===== config.mk =====
export PLATFORM = sky130hd
export DESIGN_NAME = eeprom_autoload
export DESIGN_NICKNAME = d
export VERILOG_FILES = /design/src/rtl/ee_pkg.sv /design/src/rtl/ee_tick_gen.sv /design/src/rtl/ee_xfer.sv /design/src/rtl/ee_seq.sv /design/src/rtl/eeprom_autoload.sv
export SDC_FILE = /design/constraint.sdc
export NUM_CORES = 1
export LEC_CHECK = 0
export ABC_AREA = 1
export BUFFER_PORTS_ARGS = -buffer_cell sky130_fd_sc_hd__buf_4
export CAP_MARGIN = 20
export CORE_ASPECT_RATIO = 0.9
export CORE_MARGIN = 3
export CORE_UTILIZATION = 60
export DETAILED_ROUTE_END_ITERATION = 16
export PLACE_DENSITY = 0.88
export SYNTH_ARGS = -nofsm -noshare
export SYNTH_HDL_FRONTEND = slang
export SYNTH_HIERARCHICAL = 1
export SYNTH_SLANG_ARGS = --single-unit

===== constraint.sdc =====
create_clock -name clk -period 5.3 [get_ports clk]
set_input_delay 0.53 -clock clk [delete_from_list [all_inputs] [get_ports clk]]
set_output_delay 0.53 -clock clk [all_outputs]
set_load 0.1 [all_outputs]

===== src/rtl/ee_pkg.sv =====
package ee_pkg;
  localparam int unsigned WORD_W    = 16;
  localparam int unsigned ADDR_W    = 8;
  localparam int unsigned SLOT_CNT  = 11;
  localparam int unsigned SLOT_W    = 4;
  localparam int unsigned RISE_W    = 6;
  localparam int unsigned BASE_LAST = 4;   // last slot of the unconditional list
  localparam int unsigned FLAG_SLOT = 3;   // slot holding word Ah

  typedef logic [RISE_W-1:0] rise_t;
  typedef enum logic [1:0] {XF_IDLE, XF_RUN, XF_GAP} xf_state_e;
  typedef enum logic [1:0] {SQ_ISSUE, SQ_FETCH, SQ_READY, SQ_HOST} sq_state_e;

  // word number fetched into each slot
  function automatic logic [ADDR_W-1:0] slot_addr(input logic [SLOT_W-1:0] s);
    logic [ADDR_W-1:0] a;
    case (s)
      4'd0:    a = 8'h00;
      4'd1:    a = 8'h01;
      4'd2:    a = 8'h02;
      4'd3:    a = 8'h0A;
      4'd4:    a = 8'h0D;
      4'd5:    a = 8'h0B;
      4'd6:    a = 8'h0C;
      4'd7:    a = 8'hFB;
      4'd8:    a = 8'hFC;
      4'd9:    a = 8'hFD;
      4'd10:   a = 8'hFE;
      default: a = 8'h00;
    endcase
    return a;
  endfunction

  // rising edge at which the dummy zero is sampled (3 header bits + address)
  function automatic rise_t dummy_rise(input logic [3:0] abits);
    return rise_t'(abits) + rise_t'(4);
  endfunction

  // rising edge that samples data bit 0
  function automatic rise_t final_rise(input logic [3:0] abits);
    return dummy_rise(abits) + rise_t'(WORD_W);
  endfunction

  // bit presented on the data line ahead of rising edge number idx (from 1)
  function automatic logic mosi_bit(input rise_t idx, input logic [ADDR_W-1:0] addr,
                                    input logic [3:0] abits);
    logic [3:0] k;
    logic       b;
    b = 1'b0;
    if (idx == rise_t'(1) || idx == rise_t'(2)) begin
      b = 1'b1;
    end else if (idx >= rise_t'(4) && idx < dummy_rise(abits)) begin
      k = abits - 4'd1 - 4'(idx - rise_t'(4));
      b = |(addr & (8'b1 << k));
    end
    return b;
  endfunction

  function automatic logic is_last_slot(input logic [SLOT_W-1:0] s, input logic ext);
    return (s == SLOT_W'(SLOT_CNT - 1)) || (!ext && s == SLOT_W'(BASE_LAST));
  endfunction
endpackage


===== src/rtl/ee_tick_gen.sv =====
module ee_tick_gen #(
  parameter int unsigned HALF_DIV = 4
) (
  input  logic clk,
  input  logic rst_n,
  input  logic run,
  output logic tick
);
  localparam int unsigned CW = (HALF_DIV > 1) ? $clog2(HALF_DIV) : 1;
  localparam logic [CW-1:0] WRAP = CW'(HALF_DIV - 1);

  logic [CW-1:0] cnt;

  always_ff @(posedge clk or negedge rst_n) begin
    if (!rst_n)            cnt <= '0;
    else if (!run)         cnt <= '0;
    else if (cnt == WRAP)  cnt <= '0;
    else                   cnt <= cnt + 1'b1;
  end

  assign tick = run && (cnt == WRAP);
endmodule


===== src/rtl/ee_xfer.sv =====
module ee_xfer import ee_pkg::*; (
  input  logic              clk,
  input  logic              rst_n,
  input  logic              start,
  input  logic [ADDR_W-1:0] addr,
  input  logic [3:0]        abits,
  input  logic              detect,
  input  logic              tick,
  output logic              busy,
  output logic              done,
  output logic [WORD_W-1:0] rdata,
  output logic [3:0]        abits_used,
  output logic              no_zero,
  output logic              cs,
  output logic              sclk,
  output logic              mosi,
  input  logic              miso
);
  xf_state_e         st;
  rise_t             nrise;
  logic [3:0]        a_cur;
  logic              found;
  logic              err;
  logic              gap_half;
  logic [WORD_W-1:0] shreg;
  logic [ADDR_W-1:0] addr_q;

  // named events
  rise_t n_next;
  logic  rise_ev, fall_ev, last_fall, in_window, zero_seen, window_end;
  assign n_next     = nrise + rise_t'(1);
  assign rise_ev    = (st == XF_RUN) && tick && !sclk;
  assign fall_ev    = (st == XF_RUN) && tick && sclk;
  assign last_fall  = fall_ev && (nrise == final_rise(a_cur));
  assign in_window  = rise_ev && !found && n_next >= rise_t'(5) && n_next <= dummy_rise(4'd8);
  assign zero_seen  = in_window && !miso;
  assign window_end = in_window && miso && (n_next == dummy_rise(4'd8));

  always_ff @(posedge clk or negedge rst_n) begin
    if (!rst_n) begin
      st <= XF_IDLE; cs <= 1'b0; sclk <= 1'b0; mosi <= 1'b0;
      nrise <= '0; a_cur <= 4'd8; found <= 1'b0; err <= 1'b0;
      gap_half <= 1'b0; shreg <= '0; addr_q <= '0; done <= 1'b0;
    end else begin
      done <= 1'b0;
      case (st)
        XF_IDLE: if (start) begin
          st <= XF_RUN; cs <= 1'b1; sclk <= 1'b0; mosi <= 1'b1;
          nrise <= '0; addr_q <= addr; a_cur <= detect ? 4'd8 : abits;
          found <= !detect; err <= 1'b0;
        end
        XF_RUN: begin
          if (rise_ev) begin
            sclk  <= 1'b1;
            nrise <= n_next;
            if (zero_seen) begin
              found <= 1'b1;
              a_cur <= 4'(n_next - rise_t'(4));
            end else if (window_end) begin
              found <= 1'b1;
              err   <= 1'b1;
            end
            if (n_next > dummy_rise(a_cur)) shreg <= {shreg[WORD_W-2:0], miso};
          end
          if (fall_ev) begin
            sclk <= 1'b0;
            if (last_fall) begin
              cs <= 1'b0; mosi <= 1'b0; st <= XF_GAP; gap_half <= 1'b0; done <= 1'b1;
            end else begin
              mosi <= mosi_bit(n_next, addr_q, a_cur);
            end
          end
        end
        XF_GAP: if (tick) begin
          if (gap_half) st <= XF_IDLE;
          else          gap_half <= 1'b1;
        end
        default: st <= XF_IDLE;
      endcase
    end
  end

  assign busy       = (st != XF_IDLE);
  assign rdata      = shreg;
  assign abits_used = a_cur;
  assign no_zero    = err;
endmodule


===== src/rtl/ee_seq.sv =====
module ee_seq import ee_pkg::*; (
  input  logic              clk,
  input  logic              rst_n,
  input  logic              xf_busy,
  input  logic              xf_done,
  input  logic [WORD_W-1:0] xf_rdata,
  input  logic [3:0]        xf_abits,
  input  logic              xf_err,
  output logic              xf_start,
  output logic [ADDR_W-1:0] xf_addr,
  output logic [3:0]        xf_abits_req,
  output logic              xf_detect,
  input  logic              host_req,
  input  logic [ADDR_W-1:0] host_addr,
  output logic              host_retry,
  output logic              host_valid,
  output logic [WORD_W-1:0] host_data,
  output logic              load_done,
  output logic              size_256,
  output logic              size_err,
  output logic              bank_we,
  output logic [SLOT_W-1:0] bank_sel,
  output logic [WORD_W-1:0] bank_wdata
);
  sq_state_e         st;
  logic [SLOT_W-1:0] slot;
  logic [3:0]        abits_q;
  logic              ext_q;
  logic              host_ok;

  assign host_ok      = (st == SQ_READY) && !xf_busy;
  assign xf_start     = ((st == SQ_ISSUE) && !xf_busy) || (host_ok && host_req);
  assign xf_addr      = (st == SQ_READY) ? host_addr : slot_addr(slot);
  assign xf_abits_req = abits_q;
  assign xf_detect    = (st == SQ_ISSUE) && (slot == '0);
  assign bank_we      = (st == SQ_FETCH) && xf_done;
  assign bank_sel     = slot;
  assign bank_wdata   = xf_rdata;

  always_ff @(posedge clk or negedge rst_n) begin
    if (!rst_n) begin
      st <= SQ_ISSUE; slot <= '0; abits_q <= 4'd8; ext_q <= 1'b0;
      load_done <= 1'b0; size_256 <= 1'b0; size_err <= 1'b0;
      host_retry <= 1'b0; host_valid <= 1'b0; host_data <= '0;
    end else begin
      host_retry <= host_req && !host_ok;
      host_valid <= 1'b0;
      case (st)
        SQ_ISSUE: if (!xf_busy) st <= SQ_FETCH;
        SQ_FETCH: if (xf_done) begin
          if (slot == '0) begin
            abits_q  <= xf_abits;
            size_256 <= (xf_abits == 4'd8);
            size_err <= xf_err;
          end
          if (slot == SLOT_W'(FLAG_SLOT)) ext_q <= xf_rdata[0];
          if (is_last_slot(slot, ext_q)) begin
            st <= SQ_READY;
            load_done <= 1'b1;
          end else begin
            slot <= slot + 1'b1;
            st   <= SQ_ISSUE;
          end
        end
        SQ_READY: if (host_req && !xf_busy) st <= SQ_HOST;
        SQ_HOST: if (xf_done) begin
          host_valid <= 1'b1;
          host_data  <= xf_rdata;
          st <= SQ_READY;
        end
        default: st <= SQ_ISSUE;
      endcase
    end
  end
endmodule


===== src/rtl/eeprom_autoload.sv =====
module eeprom_autoload import ee_pkg::*; #(
  parameter int unsigned HALF_DIV = 4
) (
  input  logic                         clk,
  input  logic                         rst_n,
  output logic                         mw_cs,
  output logic                         mw_sclk,
  output logic                         mw_mosi,
  input  logic                         mw_miso,
  input  logic                         host_req,
  input  logic [ADDR_W-1:0]            host_addr,
  output logic                         host_retry,
  output logic                         host_valid,
  output logic [WORD_W-1:0]            host_data,
  output logic                         load_done,
  output logic                         size_256,
  output logic                         size_err,
  output logic [SLOT_CNT*WORD_W-1:0]   word_bank
);
  logic              xfer_busy, xfer_done, xfer_tick, xfer_start, xfer_detect, xfer_err;
  logic [ADDR_W-1:0] xfer_addr;
  logic [3:0]        xfer_abits_req, xfer_abits_used;
  logic [WORD_W-1:0] xfer_rdata;
  logic              bank_we;
  logic [SLOT_W-1:0] bank_sel;
  logic [WORD_W-1:0] bank_wdata;

  ee_tick_gen #(.HALF_DIV(HALF_DIV)) tick_i (
    .clk(clk), .rst_n(rst_n), .run(xfer_busy), .tick(xfer_tick)
  );

  ee_xfer xfer_i (
    .clk(clk), .rst_n(rst_n), .start(xfer_start), .addr(xfer_addr),
    .abits(xfer_abits_req), .detect(xfer_detect), .tick(xfer_tick),
    .busy(xfer_busy), .done(xfer_done), .rdata(xfer_rdata),
    .abits_used(xfer_abits_used), .no_zero(xfer_err),
    .cs(mw_cs), .sclk(mw_sclk), .mosi(mw_mosi), .miso(mw_miso)
  );

  ee_seq seq_i (
    .clk(clk), .rst_n(rst_n), .xf_busy(xfer_busy), .xf_done(xfer_done),
    .xf_rdata(xfer_rdata), .xf_abits(xfer_abits_used), .xf_err(xfer_err),
    .xf_start(xfer_start), .xf_addr(xfer_addr), .xf_abits_req(xfer_abits_req),
    .xf_detect(xfer_detect), .host_req(host_req), .host_addr(host_addr),
    .host_retry(host_retry), .host_valid(host_valid), .host_data(host_data),
    .load_done(load_done), .size_256(size_256), .size_err(size_err),
    .bank_we(bank_we), .bank_sel(bank_sel), .bank_wdata(bank_wdata)
  );

  for (genvar g = 0; g < SLOT_CNT; g++) begin : g_slot
    logic [WORD_W-1:0] q;
    always_ff @(posedge clk or negedge rst_n) begin
      if (!rst_n)                                 q <= '0;
      else if (bank_we && bank_sel == SLOT_W'(g)) q <= bank_wdata;
    end
    assign word_bank[g*WORD_W +: WORD_W] = q;
  end
endmodule


* Word-level counts from Yosys, hierarchy flattened *
Memories as Yosys holds them, arrays and structs flattened.
Index checks and enable logic that the tools add are counted.

cells by class
  mux-type cells = 51
  magnitude comparators = 5
  reduce and logical (&&, ||, !) cells = 65
  bitwise operators = 2
  add/sub/neg operators = 8
  shift operators = 1
  equality and inequality tests = 36

operators with widths
  kind                   count
  $logic_and A1 B1 Y1    31
  $mux W2                12
  $reduce_and A3 Y1      8
  $mux W1                22
  $reduce_and A4 Y1      5
  $eq A4 B3 Y1 const B   4
  $eq A4 B4 Y1 const B   4
  $mux W4                4
  $ne A2 B1 Y1 const B   8
  $ge A6 B3 Y1 const B   2
  $mux W6                2
  $pmux W1 S2            6
  $pmux W6 S2            1
  $ne A2 B2 Y1 const B   5
  $reduce_and A5 Y1      2
  $and A8 B8 Y8          1
  $eq A2 B2 Y1 const B   4
  $eq A4 B2 Y1 const B   2
  $mux W8                1
  $pmux W2 S4            1
  $pmux W4 S2            1
  $reduce_or A8 Y1       1
  $shl A1 B4 Y8 const A  1
  $logic_not A1 Y1       7
  25 further kinds       33

storage, ports and cells
  output and inout bits = 200
  input bits = 12
  register bits = 253
  memories kept = 1
  logic and storage cells = 203
  memory bits (read-only) = 128

memories
  name             depth  width  rd ports  clocked after memory_dff  write ports  line          text
  (no name shown)  16     8      1         0                         0            ee_pkg.sv:17  case (s)

* Depth between registers and ports, before layout *
  depth after elaboration = 13
  gate-level depth with buffers = 15
  gate-level depth less buffers = 15

* Cells and area by module *
Netlist, hierarchy kept.

modules (own cells, without submodules)
  module           cells an instance  sequential area each (um^2)  area each (um^2)  instances
  eeprom_autoload  824                4404.2                       7135.6            1
  ee_xfer          303                1077.3                       2463.6            1
  ee_seq           215                802.0                        1750.4            1
  ee_tick_gen      9                  50.0                         87.6              1

* Least setup slack after synthesis *
Ideal clock, no wire load.

  kind = register to register
  start = register xfer_i.nrise[0]
  end = register xfer_i.mosi
  library setup time = 68 ps
  data required time = 5232 ps
  stages on the path, launching flop included = 15
  slack = 3012 ps
  clock period less this slack = 2288 ps
  arrival time = 2221 ps
  path buffers = 0
  path through = dfrtp_1 inv_1 ha_1 inv_1 fa_1 inv_1 nor3_1 nor2_1 nand2_1 nand2_1 nor2_1 nand2_1 o21bai_1 nand2_1 nand2_1

on the way
  word-level cells in the longest chain between the ends = 11
  elaborated cells between the ends (all ways) = 19
  those cells by class = add/sub: 3; order compare: 2; eq/ne: 3; shift: 1; mux: 5; bitwise: 1; reduce/logical: 4

RTL lines
  element                 line           text
  start, declared         ee_xfer.sv:20  rise_t nrise;
  start signal, assigned  ee_xfer.sv:55  nrise <= n_next;
  $add A6 B1 Y6           ee_xfer.sv:31  assign n_next = nrise + rise_t'(1);
  $sub A4 B3 Y4           ee_pkg.sv:53   k = abits - 4'd1 - 4'(idx - rise_t'(4));
  $sub A4 B4 Y4           ee_pkg.sv:53
  $shl A1 B4 Y8           ee_pkg.sv:54   b = |(addr & (8'b1 << k));
  $and A8 B8 Y8           ee_pkg.sv:54
  $reduce_or A8 Y1        ee_pkg.sv:54
  $mux W1                 ee_pkg.sv:52   end else if (idx >= rise_t'(4) && idx < dummy_rise(abits)) begin
  $mux W1                 ee_pkg.sv:50   if (idx == rise_t'(1) || idx == rise_t'(2)) begin
  $mux W1 (*)             ee_xfer.sv:67  if (last_fall) begin
  $mux W1 (*)             ee_xfer.sv:65  if (fall_ev) begin
  $pmux W1 S2 (*)         ee_xfer.sv:46  case (st)
  end signal, assigned    ee_xfer.sv:70  mosi <= mosi_bit(n_next, addr_q, a_cur);
  end, declared           ee_xfer.sv:16  output logic mosi,

Every way passes the cells marked *; elsewhere a longest branch is shown, timed or not. The select of a mux whose other input is x is not followed.
A chain may end at the register's enable or synchronous reset.

* Worst setup path in the final report *
  start = register seq_i.st[1]
  end = register g_slot[10].q[15]

on the way
  word-level cells in the longest chain between the ends = 3

RTL lines
  element                 line                   text
  start, declared         ee_seq.sv:25           sq_state_e st;
  start signal, assigned  ee_seq.sv:42           st <= SQ_ISSUE; slot <= '0; abits_q <= 4'd8; ext_q <= 1'b0;
  start signal, assigned  ee_seq.sv:49           SQ_ISSUE: if (!xf_busy) st <= SQ_FETCH;
  start signal, assigned  ee_seq.sv:58           st <= SQ_READY;
  $eq A2 B1 Y1            ee_seq.sv:36           assign bank_we = (st == SQ_FETCH) && xf_done;
  $logic_and A1 B1 Y1     ee_seq.sv:36
  net bank_we             eeprom_autoload.sv:24  logic bank_we;
  $logic_and A1 B1 Y1     eeprom_autoload.sv:54  else if (bank_we && bank_sel == SLOT_W'(g)) q <= bank_wdata;
  end signal, assigned    eeprom_autoload.sv:54
  end, declared           eeprom_autoload.sv:51  logic [WORD_W-1:0] q;

The timed path passes the listed nets, and every way through them passes these cells.

==> flow_metrics.py <==
metrics = {
    "yosys": {
        "synth_flop_cell": "dfrtp_1",
        "synth_xor_xnor_area_share_pct": 0.602,
        "synth_top_area_share_pct": 54.9,
        "ys_types": 45,
        "synth_top_family_by_area": "simple AND/OR/NAND/NOR gates",
        "ys_top_cells_by_area": "dfrtp_1 55%, nand2_1 21%, nand4_1 3.1%",
        "synth_compound_gate_area_share_pct": 4.79,
        "synthSimpleGateAreaFrac_pct": 29.8,
        "synth_async_sr_flop_share_pct": 100,
        "synthAdderAreaFrac_pct": 2.47,
        "syn-mean-instance-area_sq_um": 8.47,
        "synth_seq_cells": 253,
        "yosysSeqAreaShare_pct": 55.4,
        "synth_most_common_cell": "nand2_1",
        "yosysWarnings": 6,
        "synthCells": 1351,
        "synth_commonest_cells": "638 x nand2_1, 251 x dfrtp_1, 88 x inv_1",
        "synth.cell_area_sq_um": 11400,
        "synth_edf_count": 0,
        "synth_nets": 1385,
        "synthMuxAreaShare_pct": 0.0985,
        "yosysTopAreaCell": "dfrtp_1",
    },
    "worst_setup_path": {
        "setup.worst_path.start": "seq_i/st[1]",
        "critPathCaptureType": "flop",
        "cp_common_cell": "nand2_1",
        "reg2reg_depth": 5,
        "critPathMaxStageDelay_ps": 770,
        "worst_setup_path_start_kind": "flop",
        "crit_path_cell_trace": "nor2_8 > nand3_2 > nor2_2 > nand2_1 > nand2_1",
        "cp_slowest_cell": "nor2_2",
        "required_ps": 5760,
        "regToRegEndpoint": "g_slot[10].q[15]",
        "timing.rr.start": "seq_i/st[1]",
        "crit_type": "reg2reg",
        "endpoint": "g_slot[10].q[15]",
        "arrival_ps": 3570,
        "rrSetupSlack_ps": 2190,
        "worst-path-max-fanout": 64,
    },
    "die": {
        "core_area_sq_um": 18500,
        "fp-row-count": 47,
        "die-height_microns": 137,
        "die-width_microns": 152,
        "ios": 212,
        "dieArea_sq_um": 20800,
        "start_util_pct": 61.7,
    },
    "drt": {
        "wl_met3_microns": 3690,
        "routed_wire_length_per_instance_microns": 18.7,
        "via_per_inst": 5.63,
        "top_layer": "met5",
        "vias": 10005,
        "routed_wl_microns": 33200,
        "drt_first_pass_iters": 5,
        "drt-met1-wl_microns": 13000,
        "antenna_left": 0,
        "drc": 0,
        "drt-initial-drc-count": 912,
        "routed-wl-met2_microns": 14900,
    },
    "clocking": {
        "cts_root_buf": "clkbuf_16",
        "post_cts_resized": 0,
        "insertion_delay_ps": 530,
        "hold_buffers": 0,
        "cts_setup_buffers": 0,
        "ctsHtreeMaxLevel": 1,
        "path_clk_slew_ps": 60,
        "cts-buffers-inserted": 26,
        "cts_sinks": 253,
        "cts_tree": "built",
        "max-clock-path-buffers": 3,
    },
    "sta": {
        "fmax_ghz": 0.322,
        "hold_violations": 0,
        "slew_headroom_pct": 29.2,
        "finalCritPeriodShare_pct": 58.6,
        "finalSetupViolCount": 0,
        "finalSetupTns_ps": 0,
        "rsz0062_at_grt": "false",
        "drv_slew": 0,
        "fin_skew_ps": 6.53,
        "fin_crit_ps": 3110,
        "fin_ws_ps": 2190,
        "tightest_slew_ps": 1060,
    },
    "grt": {
        "grt_pass1_wl_microns": 50800,
        "grtUsageTotal_pct": 31.2,
        "grt_overflow_total": 0,
        "antenna_found_initial": 1,
        "grt_max_degree": 144,
        "grt_pass1_vias": 9592,
    },
    "layout": {
        "nets": 1548,
        "antennaDiodeCount": 0,
        "fillCellCount": 1269,
        "drive_gt1_share_pct": 20.6,
        "areaGrowthSynthToFinish_pct": 20.9,
        "postLayoutCoreUtil_pct": 74.7,
    },
    "status": {
        "outcome": "completed",
    },
    "worst_hold_path": {
        "hp-class": "in2async",
    },
    "placement": {
        "hpwl_microns": 21200,
        "gp_congestion": 0.928,
        "place_ws_ps": 2280,
        "port_buffers": 211,
    },
    "power_and_ir_drop": {
        "ir_drop_mv": 0.194,
        "power_density_nw_per_um2": 279,
        "leakagePower_nw": 7.93,
    },
    "job": {
        "cap_violations": 0,
    },
}
## report_power, final
part / switching [mW] / total [mW] / internal [mW]
logic: 0.0425 / 0.0514 / 0.00887
registers: 0.0174 / 1.95 / 1.93
clock network: 0.766 / 1.85 / 1.09
## layout make-up
type	instances	area, sq um	share of cell area, %
clock inverter	17	178	1.28
sequential	253	6330	45.8
multi-input combinational	922	4330	31.3
timing repair buffer	214	1630	11.8
clock buffer	28	689	4.98
tap	245	307	2.22
inverter	97	367	2.65
## worst max-delay path, delay by kind of cell, from the launching register on
kind	cells	cell delay [ps]
simple gates	5	2520
flops	1	490
## layout by cell type, fill, tap and decap left out, drive strengths merged, types with 11 or more instances in the layout
master	netlist	routed
o21bai	35	35
dfrtp	251	251
inv	96	96
clkinv	1	11
nand2	651	651
o21ai	31	31
buf	41	214
clkbuf	38	28
ha	21	21
nand4	56	56
nor2	46	46
nand3	48	48
## logic make-up after synthesis
family / count (synthesis)
AOI/OAI and AO/OA: 82
buffers and inverters: 176
xor gates and xnor gates: 7
DFF: 253
and+or+nand+nor: 810
muxes: 1
adders and majority gates: 22
## stage by stage
step           hold slack (ps)  cell area, sq um  cells  total power [mW]
5_1_grt                    257             13800   1776              3.94
3_5_place_dp               434             13000   1731              2.04
2_1_floorplan              234             11400   1351              1.99
4_1_cts                    202             13800   1776              3.87
3_3_place_gp               432             13000   1731              2.04
6_report                   146             13800   1776              3.85
## state kept, by name (all words and copies together), names as in the netlist, 4 cells and up
name,count
g_slot.q,176
seq_i/host_data,16
xfer_i/rdata,16
xfer_i/addr_q,8
xfer_i/nrise,6
seq_i/bank_sel,4
seq_i/xf_abits_req,4
xfer_i/abits_used,4
## worst min-delay path by stage
| stage | startpoint | to | slack [ps] | cells after the start |
|---|---|---|---|---|
| floorplan | rst_n | g_slot[0].q[0] | 230 | 0 |
| global placement | tick_i/cnt[0] | tick_i/cnt[0] | 430 | 1 |
| detailed placement | tick_i/cnt[0] | tick_i/cnt[0] | 430 | 1 |
| CTS | rst_n | g_slot[10].q[4] | 200 | 1 |
| global route | rst_n | g_slot[10].q[4] | 260 | 1 |
| finish | rst_n | tick_i/cnt[1] | 150 | 1 |
## per-layer routing
layer	vias up	global-route usage, %
met3	122	7.85
met4	2	13.2
met1	4779	42.7
met5	-	0
li1	4535	-
met2	567	47.9
(Power assumes the default switching activity.)
